===== config.mk =====
export PLATFORM = sky130hd
export DESIGN_NAME = serial_tx_flags
export DESIGN_NICKNAME = d
export VERILOG_FILES = /design/src/rtl/serial_tx_flags_pkg.sv /design/src/rtl/txs_ctrl_regs.sv /design/src/rtl/txs_flag_unit.sv /design/src/rtl/txs_frame_fsm.sv /design/src/rtl/serial_tx_flags.sv
export SDC_FILE = /design/constraint.sdc
export NUM_CORES = 1
export LEC_CHECK = 0
export BUFFER_PORTS_ARGS = -buffer_cell sky130_fd_sc_hd__buf_2
export CAP_MARGIN = 0
export CORE_AREA = 2 2 62 79
export CTS_BUF_LIST = sky130_fd_sc_hd__clkbuf_8
export DETAILED_ROUTE_END_ITERATION = 10
export DIE_AREA = 0 0 64 81
export GPL_TIMING_DRIVEN = 0
export PLACE_DENSITY = 0.53
export SLEW_MARGIN = 0
export SYNTH_ARGS = -nofsm -noshare
export SYNTH_HDL_FRONTEND = slang
export SYNTH_HIERARCHICAL = 1
export SYNTH_SLANG_ARGS = --single-unit

===== constraint.sdc =====
create_clock -name clk -period 2.8 [get_ports clk]
set_clock_uncertainty 0.1 [all_clocks]
set_input_delay 0.56 -clock clk [delete_from_list [all_inputs] [get_ports clk]]
set_output_delay 0.56 -clock clk [all_outputs]
set_load 0.05 [all_outputs]

===== src/rtl/serial_tx_flags_pkg.sv =====
package serial_tx_flags_pkg;

    typedef enum logic [1:0] {
        TX_IDLE,
        TX_DATA,
        TX_PREAMBLE,
        TX_BREAK
    } tx_state_e;

    typedef enum logic [1:0] {
        PICK_NONE,
        PICK_DATA,
        PICK_PRE,
        PICK_BRK
    } tx_pick_e;

    // Priority among queued work: preamble, then break, then buffered data.
    function automatic tx_pick_e choose_work(input logic en, input logic pre,
                                             input logic brk, input logic full);
        if (!en)       return PICK_NONE;
        else if (pre)  return PICK_PRE;
        else if (brk)  return PICK_BRK;
        else if (full) return PICK_DATA;
        else           return PICK_NONE;
    endfunction

endpackage


===== src/rtl/txs_ctrl_regs.sv =====
module txs_ctrl_regs #(
    parameter int DATA_W = 9
) (
    input  logic              clk,
    input  logic              rst_n,
    input  logic              data_wr,
    input  logic [DATA_W-1:0] data_in,
    input  logic              ctrl_wr,
    input  logic              ctrl_en,
    input  logic              ctrl_brk,
    input  logic              ctrl_long,
    input  logic              take_buf,
    input  logic              take_pre,
    input  logic              take_brk,
    output logic              tx_en,
    output logic              long_mode,
    output logic [DATA_W-1:0] hold_data,
    output logic              hold_full,
    output logic              pre_pend,
    output logic              brk_pend,
    output logic              en_rise,
    output logic              brk_req
);

    assign en_rise = ctrl_wr && ctrl_en && !tx_en;
    assign brk_req = ctrl_wr && ctrl_brk;

    always_ff @(posedge clk or negedge rst_n) begin
        if (!rst_n) begin
            tx_en     <= 1'b0;
            long_mode <= 1'b0;
        end else if (ctrl_wr) begin
            tx_en     <= ctrl_en;
            long_mode <= ctrl_long;
        end
    end

    // A new write wins over a same-cycle transfer: the old value moves out,
    // the new one stays buffered.
    always_ff @(posedge clk or negedge rst_n) begin
        if (!rst_n) begin
            hold_data <= '0;
            hold_full <= 1'b0;
        end else if (data_wr) begin
            hold_data <= data_in;
            hold_full <= 1'b1;
        end else if (take_buf) begin
            hold_full <= 1'b0;
        end
    end

    always_ff @(posedge clk or negedge rst_n) begin
        if (!rst_n) begin
            pre_pend <= 1'b0;
            brk_pend <= 1'b0;
        end else begin
            if (en_rise)       pre_pend <= 1'b1;
            else if (take_pre) pre_pend <= 1'b0;
            if (brk_req)       brk_pend <= 1'b1;
            else if (take_brk) brk_pend <= 1'b0;
        end
    end

endmodule


===== src/rtl/txs_flag_unit.sv =====
module txs_flag_unit (
    input  logic clk,
    input  logic rst_n,
    input  logic stat_rd,
    input  logic data_wr,
    input  logic ctrl_wr,
    input  logic en_rise,
    input  logic brk_req,
    input  logic take_buf,
    input  logic line_quiet,
    output logic buf_empty,
    output logic tx_done,
    output logic arm_empty,
    output logic arm_done
);

    logic clr_empty;
    logic clr_done;

    assign clr_empty = data_wr && arm_empty;
    assign clr_done  = arm_done && (data_wr || (ctrl_wr && (en_rise || brk_req)));

    // Arming: a status read captures which flags it saw at 1; any write
    // afterwards consumes or discards that capture.
    always_ff @(posedge clk or negedge rst_n) begin
        if (!rst_n) begin
            arm_empty <= 1'b0;
            arm_done  <= 1'b0;
        end else if (stat_rd) begin
            arm_empty <= buf_empty;
            arm_done  <= tx_done;
        end else if (data_wr || ctrl_wr) begin
            arm_empty <= 1'b0;
            arm_done  <= 1'b0;
        end
    end

    // Clearing takes priority over setting in both flags.
    always_ff @(posedge clk or negedge rst_n) begin
        if (!rst_n) begin
            buf_empty <= 1'b1;
            tx_done   <= 1'b1;
        end else begin
            if (clr_empty)     buf_empty <= 1'b0;
            else if (take_buf) buf_empty <= 1'b1;
            if (clr_done)        tx_done <= 1'b0;
            else if (line_quiet) tx_done <= 1'b1;
        end
    end

endmodule


===== src/rtl/txs_frame_fsm.sv =====
module txs_frame_fsm
    import serial_tx_flags_pkg::*;
#(
    parameter int DATA_W = 9
) (
    input  logic              clk,
    input  logic              rst_n,
    input  logic              bit_tick,
    input  logic              tx_en,
    input  logic              long_mode,
    input  logic [DATA_W-1:0] hold_data,
    input  logic              hold_full,
    input  logic              pre_pend,
    input  logic              brk_pend,
    output logic              txd,
    output logic              take_buf,
    output logic              take_pre,
    output logic              take_brk,
    output logic              busy
);

    localparam int SH_W     = DATA_W + 2;
    localparam int FL_SHORT = DATA_W + 1;
    localparam int FL_LONG  = DATA_W + 2;
    localparam int CNT_W    = $clog2(FL_LONG);

    tx_state_e        state_q, state_d;
    tx_pick_e         pick;
    logic [SH_W-1:0]  shreg_q;
    logic [CNT_W-1:0] bit_cnt_q;
    logic             frame_long_q;
    logic [CNT_W-1:0] last_idx;
    logic             frame_end;
    logic             launch_slot;
    logic             launch;
    logic [SH_W-1:0]  load_val;

    assign pick        = choose_work(tx_en, pre_pend, brk_pend, hold_full);
    assign busy        = (state_q != TX_IDLE);
    assign last_idx    = frame_long_q ? CNT_W'(FL_LONG - 1) : CNT_W'(FL_SHORT - 1);
    assign frame_end   = busy && bit_tick && (bit_cnt_q == last_idx);
    assign launch_slot = bit_tick && (!busy || frame_end);
    assign launch      = launch_slot && (pick != PICK_NONE);

    assign take_buf = launch && (pick == PICK_DATA);
    assign take_pre = launch && (pick == PICK_PRE);
    assign take_brk = launch && (pick == PICK_BRK);

    // Frame image, bit 0 first: start, data LSB first, optional ninth bit, stop.
    always_comb begin
        load_val                  = '1;
        load_val[0]               = 1'b0;
        load_val[DATA_W-1:1]      = hold_data[DATA_W-2:0];
        load_val[DATA_W]          = long_mode ? hold_data[DATA_W-1] : 1'b1;
    end

    // Next-state logic.
    always_comb begin
        state_d = state_q;
        unique case (state_q)
            TX_IDLE: begin
                if (launch) begin
                    unique case (pick)
                        PICK_DATA: state_d = TX_DATA;
                        PICK_PRE:  state_d = TX_PREAMBLE;
                        PICK_BRK:  state_d = TX_BREAK;
                        PICK_NONE: state_d = TX_IDLE;
                    endcase
                end
            end
            TX_DATA, TX_PREAMBLE, TX_BREAK: begin
                if (frame_end) begin
                    unique case (pick)
                        PICK_DATA: state_d = TX_DATA;
                        PICK_PRE:  state_d = TX_PREAMBLE;
                        PICK_BRK:  state_d = TX_BREAK;
                        PICK_NONE: state_d = TX_IDLE;
                    endcase
                end
            end
        endcase
    end

    // State register.
    always_ff @(posedge clk or negedge rst_n) begin
        if (!rst_n) state_q <= TX_IDLE;
        else        state_q <= state_d;
    end

    // Datapath registers: shifter, bit counter, latched frame length.
    always_ff @(posedge clk or negedge rst_n) begin
        if (!rst_n) begin
            shreg_q      <= '1;
            bit_cnt_q    <= '0;
            frame_long_q <= 1'b0;
        end else if (launch) begin
            shreg_q      <= load_val;
            bit_cnt_q    <= '0;
            frame_long_q <= long_mode;
        end else if (busy && bit_tick) begin
            shreg_q      <= {1'b1, shreg_q[SH_W-1:1]};
            bit_cnt_q    <= bit_cnt_q + 1'b1;
        end
    end

    // Outputs.
    always_comb begin
        unique case (state_q)
            TX_IDLE:     txd = 1'b1;
            TX_DATA:     txd = shreg_q[0];
            TX_PREAMBLE: txd = 1'b1;
            TX_BREAK:    txd = 1'b0;
        endcase
    end

endmodule


===== src/rtl/serial_tx_flags.sv =====
module serial_tx_flags #(
    parameter int DATA_W = 9
) (
    input  logic              clk,
    input  logic              rst_n,
    input  logic              bit_tick,
    input  logic              data_wr,
    input  logic [DATA_W-1:0] data_in,
    input  logic              ctrl_wr,
    input  logic              ctrl_en,
    input  logic              ctrl_brk,
    input  logic              ctrl_long,
    input  logic              stat_rd,
    output logic              txd,
    output logic              buf_empty,
    output logic              tx_done
);

    logic              tx_en;
    logic              long_mode;
    logic [DATA_W-1:0] hold_data;
    logic              hold_full;
    logic              pre_pend;
    logic              brk_pend;
    logic              en_rise;
    logic              brk_req;
    logic              take_buf;
    logic              take_pre;
    logic              take_brk;
    logic              busy;
    logic              line_quiet;
    logic              arm_empty;
    logic              arm_done;

    assign line_quiet = !busy && !hold_full && !pre_pend && !brk_pend;

    txs_ctrl_regs #(.DATA_W(DATA_W)) u_regs (
        .clk       (clk),
        .rst_n     (rst_n),
        .data_wr   (data_wr),
        .data_in   (data_in),
        .ctrl_wr   (ctrl_wr),
        .ctrl_en   (ctrl_en),
        .ctrl_brk  (ctrl_brk),
        .ctrl_long (ctrl_long),
        .take_buf  (take_buf),
        .take_pre  (take_pre),
        .take_brk  (take_brk),
        .tx_en     (tx_en),
        .long_mode (long_mode),
        .hold_data (hold_data),
        .hold_full (hold_full),
        .pre_pend  (pre_pend),
        .brk_pend  (brk_pend),
        .en_rise   (en_rise),
        .brk_req   (brk_req)
    );

    txs_frame_fsm #(.DATA_W(DATA_W)) u_fsm (
        .clk       (clk),
        .rst_n     (rst_n),
        .bit_tick  (bit_tick),
        .tx_en     (tx_en),
        .long_mode (long_mode),
        .hold_data (hold_data),
        .hold_full (hold_full),
        .pre_pend  (pre_pend),
        .brk_pend  (brk_pend),
        .txd       (txd),
        .take_buf  (take_buf),
        .take_pre  (take_pre),
        .take_brk  (take_brk),
        .busy      (busy)
    );

    txs_flag_unit u_flags (
        .clk        (clk),
        .rst_n      (rst_n),
        .stat_rd    (stat_rd),
        .data_wr    (data_wr),
        .ctrl_wr    (ctrl_wr),
        .en_rise    (en_rise),
        .brk_req    (brk_req),
        .take_buf   (take_buf),
        .line_quiet (line_quiet),
        .buf_empty  (buf_empty),
        .tx_done    (tx_done),
        .arm_empty  (arm_empty),
        .arm_done   (arm_done)
    );

endmodule


==> results of run 1 <==
## area by class of cell
class	instances	area (µm²)	area share, %
Clock inverter	2	8.758	0.4467
Clock buffer	6	82.58	4.212
Timing Repair Buffer	20	100.1	5.105
Sequential cell	35	890.9	45.44
Multi-Input combinational cell	82	728.2	37.14
Buffer	3	33.78	1.723
Tap cell	60	75.07	3.829
Inverter	11	41.29	2.106
## worst paths after layout
check | to | slack (ns) | depth (start not counted)
worst max-delay path | txd | 0.86 | 3
worst min-delay path | u_regs/hold_data[8] | 0.25 | 1
worst min register to register | u_flags/buf_empty | 0.31 | 1
worst max register to register | u_regs/hold_full | 0.91 | 7
min in group clk | u_flags/buf_empty | 0.31 | 1
max in group asynchronous | u_regs/hold_full | 1.86 | 1
## cells in the mapped netlist, drive strengths merged
cell type / instances / area, µm²
xnor2: 2 / 17.52
nand3: 3 / 15.01
and2: 3 / 21.27
or2: 1 / 6.260
mux2: 11 / 157.7
a211oi: 1 / 7.510
o22ai: 2 / 12.51
o21ai: 9 / 52.55
ha: 1 / 12.51
nor2: 4 / 15.01
buf: 3 / 33.78
o21a: 3 / 22.52
nor3b: 3 / 27.52
dfstp: 12 / 315.3
and3b: 1 / 10.01
o221a: 8 / 90.09
nor4b: 1 / 23.77
o311ai: 1 / 26.28
nand2: 7 / 26.28
a21o: 3 / 31.28
o41ai: 2 / 32.53
nand4: 1 / 6.260
or3: 7 / 43.79
inv: 11 / 41.29
a2bb2oi: 1 / 8.760
a21oi: 2 / 10.01
o211a: 1 / 10.01
a32o: 1 / 10.01
o311a: 1 / 10.01
nor4: 1 / 12.51
dfrtp: 23 / 575.6
and2b: 1 / 8.760
## worst register-to-register path, stage by stage, from the launching register on
cell	delay (ns)
dfrtp_1	0.43
and3b_2	0.27
o21ai_2	0.10
a21o_4	0.26
buf_6	0.15
nor4b_4	0.24
inv_1	0.06
a21o_2	0.18
## power breakdown
group	switching (mW)	internal [mW]	leakage, nW
sequential	0.120	0.687	0.398
clock	0.171	0.195	0.0524
combinational	0.240	0.216	0.410
total	0.531	1.10	0.860
## state kept, by name, indices dropped and copies added (netlist names)
register and count:
u_flags/arm_empty 1, u_regs/long_mode 1, u_regs/hold_data 9, u_fsm/state_q 2
u_flags/arm_done 1, u_fsm/bit_cnt_q 4, u_regs/hold_full 1, u_fsm/frame_long_q 1
u_regs/pre_pend 1, u_fsm/shreg_q 10, u_regs/tx_en 1, u_flags/tx_done 1
u_regs/brk_pend 1, u_flags/buf_empty 1
## kinds of logic after synthesis
kind of cell / after synthesis
AOI/OAI and AO/OA: 35
xor gates and xnor gates: 2
adders and majority gates: 1
buffers and inverters: 14
DFF: 35
muxes: 11
and+or+nand+nor: 33
## per-layer routing
layer | track usage [%] | up-vias | wire length [µm] | share of wire [%]
met3 | 4.155 | 5 | 95 | 3.0
met1 | 16.11 | 547 | 1405 | 44
met4 | 5.870 | 0 | 51 | 1.6
met5 | 0 | - | 0 | 0
met2 | 25.00 | 18 | 1635 | 51
li1 | - | 535 | - | -
==> results.ini, run 1 <==
[outcome]
outcome = finished clean

[flow_run]
drv_cap = 0

[cts]
path_clk_slew_ns = 0.07
cts.sinks = 35
cts_tree = done
postCtsSetupRepairBufs = 0
holdBufCountCts = 0
cts-htree-levels = 2
insertion_delay_ns = 0.28
post_cts_resized = 0
clock_path_buffers = 2
numCtsBuffers = 5
cts-root-buf = clkbuf_8

[global_routing]
grt_max_degree = 36
grt_first_pass_wirelength_um = 5554
antenna_found_initial = 0
grt_use_total_pct = 14.22
grt_pass1_vias = 1172
grt.overflow.total = 0

[logic_synthesis]
synth_compound_area_share_pct = 19.13
synth_fa_ha_area_share_pct = 0.7386
syn_nets = 150
synth-xor-area-share_pct = 1.034
yosysWarningCount = 6
ys_ff_latch = 35
synthMuxAreaShare_pct = 9.306
netlist_area_um2 = 1694
yosys.area_share.simple_pct = 12.78
avgSynthCellArea_um2 = 12.93
synth_top_family_by_area = compound AO/OA/AOI/OAI gates
ys_types = 39
ys_seq_area_share_pct = 52.58
synth_cells = 131

[power_and_ir_drop]
powerDensity_nw_per_um2 = 830.4
ir_worst_vdd_mv = 0.4195
leakagePower_nw = 0.8600
power_mw = 1.628

[critical_path]
path_class = register to primary output
slowest_stage = dfstp_2
arrival_ns = 1.28
max_stage_delay_ns = 0.51
crit_fanout = 2
crit_family = flip-flops
crit_path_start_kind = register
reg2reg_from = u_fsm/bit_cnt_q[0]
endpoint_kind = primary output
crit_path_cell_trace = inv_1 > o21ai_0 > buf_2
crit_start = u_fsm/shreg_q[0]
worst-path-buf-inv = 2
crit_required_ns = 2.14

[placed_design]
io_buffers = 20
pre_cts_ws_ns = 0.7973
post_dp_cell_area_um2 = 1869
dp.cells = 211
dp_hpwl_um = 2245
place.gp.congestion = 0.8142

[sta]
fmax_mhz = 515.2
final_max_slew_viol_count = 0
period_needed_ns = 1.941
rsz0062_at_grt = false
min_period_over_period_pct = 69.31
whs_ns = 0.2498
setup_viol = 0
setup_tns_ns = 0
worst_pin_slew_ns = 0.7669
slew_headroom_pct = 48.87
layout_setup_ws_ns = 0.8592
hold_viol_final = 0

[cells_and_area]
nets = 177
fillers = 446
n_antenna_cell = 0
fin_area_um2 = 1961
drive_gt1_share_pct = 43.40
final_core_util_pct = 43.38
layout.cells.most_common_list = 23 x dfrtp_1, 20 x buf_2, 12 x inv_1, 12 x dfstp_2, 9 x mux2_4
area_delta_synth_final_pct = 15.73
mostFrequentLayoutCell = dfrtp_1
final_cells = 219

[drt]
vias = 1105
drc = 0
wl_um = 3187
vias_per_cell = 5.046
drt-initial-drc-count = 29
wl_per_cell_um = 14.55
first_pass_iters = 4
antenna_left = 0

[die]
fp.dieW_um = 64
rows = 28
ioPinCount = 21
die_area_um2 = 5184
die_h_um = 81
start_util_pct = 37.49
core_area_um2 = 4519

[min_path]
hold_path.class = input pin to async pin

Note: power is estimated with default switching activity, not from simulation.
==> run 2: changes to the inputs <==
PLACE_DENSITY = 0.55   (was 0.53)
clock period = 1.61 ns   (was 2.8 ns; I/O delays follow)
==> run 2 against run 1 <==
  * The run now ends with negative setup slack left
  * Sequential power increased by 77%
  * Core utilization increased by 4.0 points
  * Total power increased by 89%
  * Combinational power increased by 130%
  * Via count increased by 7.9%
  * Critical endpoint is now u_regs/brk_pend
==> results.ini, run 2 (synthesis gave the netlist of run 1 again) <==
[critical_path]
crit_path_cell_trace = nor3b_4 > o21ai_4 > a21o_4 > buf_8 > buf_4 > nor3b_2 > inv_1 > a21o_1
crit_family = compound AO/OA/AOI/OAI gates
crit_required_ns = 1.68
path_class = register to register
endpoint_kind = register
arrival_ns = 1.89
max_stage_delay_ns = 0.42
crit_path_start_kind = register
slowest_stage = dfrtp_1
crit_fanout = 4
worst-path-buf-inv = 3

[drt]
antenna_left = 0
first_pass_iters = 4
drc = 0
wl_per_cell_um = 14.66
vias_per_cell = 5.072
wl_um = 3445
vias = 1192
drt-initial-drc-count = 47

[sta]
layout_setup_ws_ns = -0.2013
min_period_over_period_pct = 112.5
rsz0062_at_grt = true
fmax_mhz = 552.1
final_max_slew_viol_count = 0
setup_viol = 15
worst_pin_slew_ns = 0.7630
hold_viol_final = 0
period_needed_ns = 1.811
slew_headroom_pct = 49.13

[global_routing]
grt_pass1_vias = 1282
grt_first_pass_wirelength_um = 6003
grt_use_total_pct = 15.32
grt.overflow.total = 0
antenna_found_initial = 0
grt_max_degree = 36

[cts]
holdBufCountCts = 0
path_clk_slew_ns = 0.07
clock_path_buffers = 2
insertion_delay_ns = 0.28
cts-root-buf = clkbuf_8
numCtsBuffers = 5
cts.sinks = 35
cts_tree = done
cts-htree-levels = 2

[die]
die_area_um2 = 5184
ioPinCount = 21
rows = 28
fp.dieW_um = 64
die_h_um = 81
start_util_pct = 37.49
core_area_um2 = 4519

[cells_and_area]
final_cells = 235
mostFrequentLayoutCell = dfrtp_1
nets = 193
regMostFlops = u_fsm/shreg_q
fin_area_um2 = 2142
largest_reg_flops = 10
final_core_util_pct = 47.40
area_delta_synth_final_pct = 26.44
layout.cells.most_common_list = 21 x dfrtp_1, 19 x buf_2, 13 x buf_4
reg_top3 = u_fsm/shreg_q (10), u_regs/hold_data (9), u_fsm/bit_cnt_q (4)
drive_gt1_share_pct = 52.00
n_antenna_cell = 0
fillers = 413

[power_and_ir_drop]
power_mw = 3.073
powerDensity_nw_per_um2 = 1435
leakagePower_nw = 0.9521
ir_worst_vdd_mv = 0.8424

[placed_design]
pre_cts_ws_ns = -0.2741
io_buffers = 20
dp.cells = 211
dp_hpwl_um = 2323
place.gp.congestion = 0.7448
post_dp_cell_area_um2 = 1872

[outcome]
outcome = finished with violations
violations = negative setup slack

[min_path]
hold_path.class = input pin to async pin

[flow_run]
drv_cap = 0

-- run 2: changes by cell type in the layout (fill, tap and decap cells not counted), moves of 2 or more --
cell / before / now
o21ai_1: 0 / 3
and2_2: 2 / 0
dfrtp_2: 0 / 2
buf_4: 0 / 13
and2_4: 0 / 2
o21ai_0: 7 / 2
buf_6: 3 / 5
dfrtp_1: 23 / 21
-- run 2: per-layer routing --
metal	vias up	track usage, %	wire length [µm]
li1	567	-	-
met1	586	17.43	1458
met2	31	25.94	1724
met3	8	5.263	172
met4	0	6.957	90
met5	-	0	0
-- run 2: worst reg2reg max path: stages, from the launching register on --
cell	delay [ns]
dfrtp_1	0.42
nor3b_4	0.27
o21ai_4	0.09
a21o_4	0.23
buf_8	0.12
buf_4	0.13
nor3b_2	0.16
inv_1	0.05
a21o_1	0.14
-- run 2: final timing paths --
kind                                        to  slack (ns)                from  cells after the start
setup / recovery               u_regs/brk_pend       -0.20  u_fsm/frame_long_q                      8
hold / removal              u_fsm/frame_long_q        0.01               rst_n                      1
setup reg to reg               u_regs/brk_pend       -0.20  u_fsm/frame_long_q                      8
hold reg to reg              u_flags/buf_empty        0.32   u_flags/arm_empty                      1
max in group asynchronous      u_regs/pre_pend        0.87               rst_n                      1
min in group clk           u_regs/hold_data[1]        0.17          data_in[1]                      2
-- run 2: power breakdown --
group / internal, mW / total, mW / switching [mW]
logic: 0.563 / 1.06 / 0.501
clock network: 0.290 / 0.584 / 0.293
registers: 1.20 / 1.43 / 0.226
-- run 2: through the flow --
step	TNS (ns)	hold slack, ns
after detailed placement	-1.530	0.3165
after floorplan	-0.2407	-0.07359
after global placement	-1.176	0.3006
final	-1.815	0.01281
after global routing	-2.872	0.05973
after CTS	-1.188	0.03523
-- run 2: timing repair --
item	4_1_cts	5_1_grt
pin swaps	7	7
resized for setup	9	12
endpoints found under the setup margin	19	20
buffers inserted	12	5
-- run 2: layout make-up --
cell class | count | area [µm²] | area share (%)
sequential | 35 | 893.4 | 41.71
multi-input combinational | 82 | 767.0 | 35.81
inverter | 11 | 41.29 | 1.928
clock inverter | 3 | 12.51 | 0.5841
buffer | 3 | 37.54 | 1.752
timing repair buffer | 36 | 246.5 | 11.51
clock buffer | 5 | 68.82 | 3.213
tap | 60 | 75.07 | 3.505
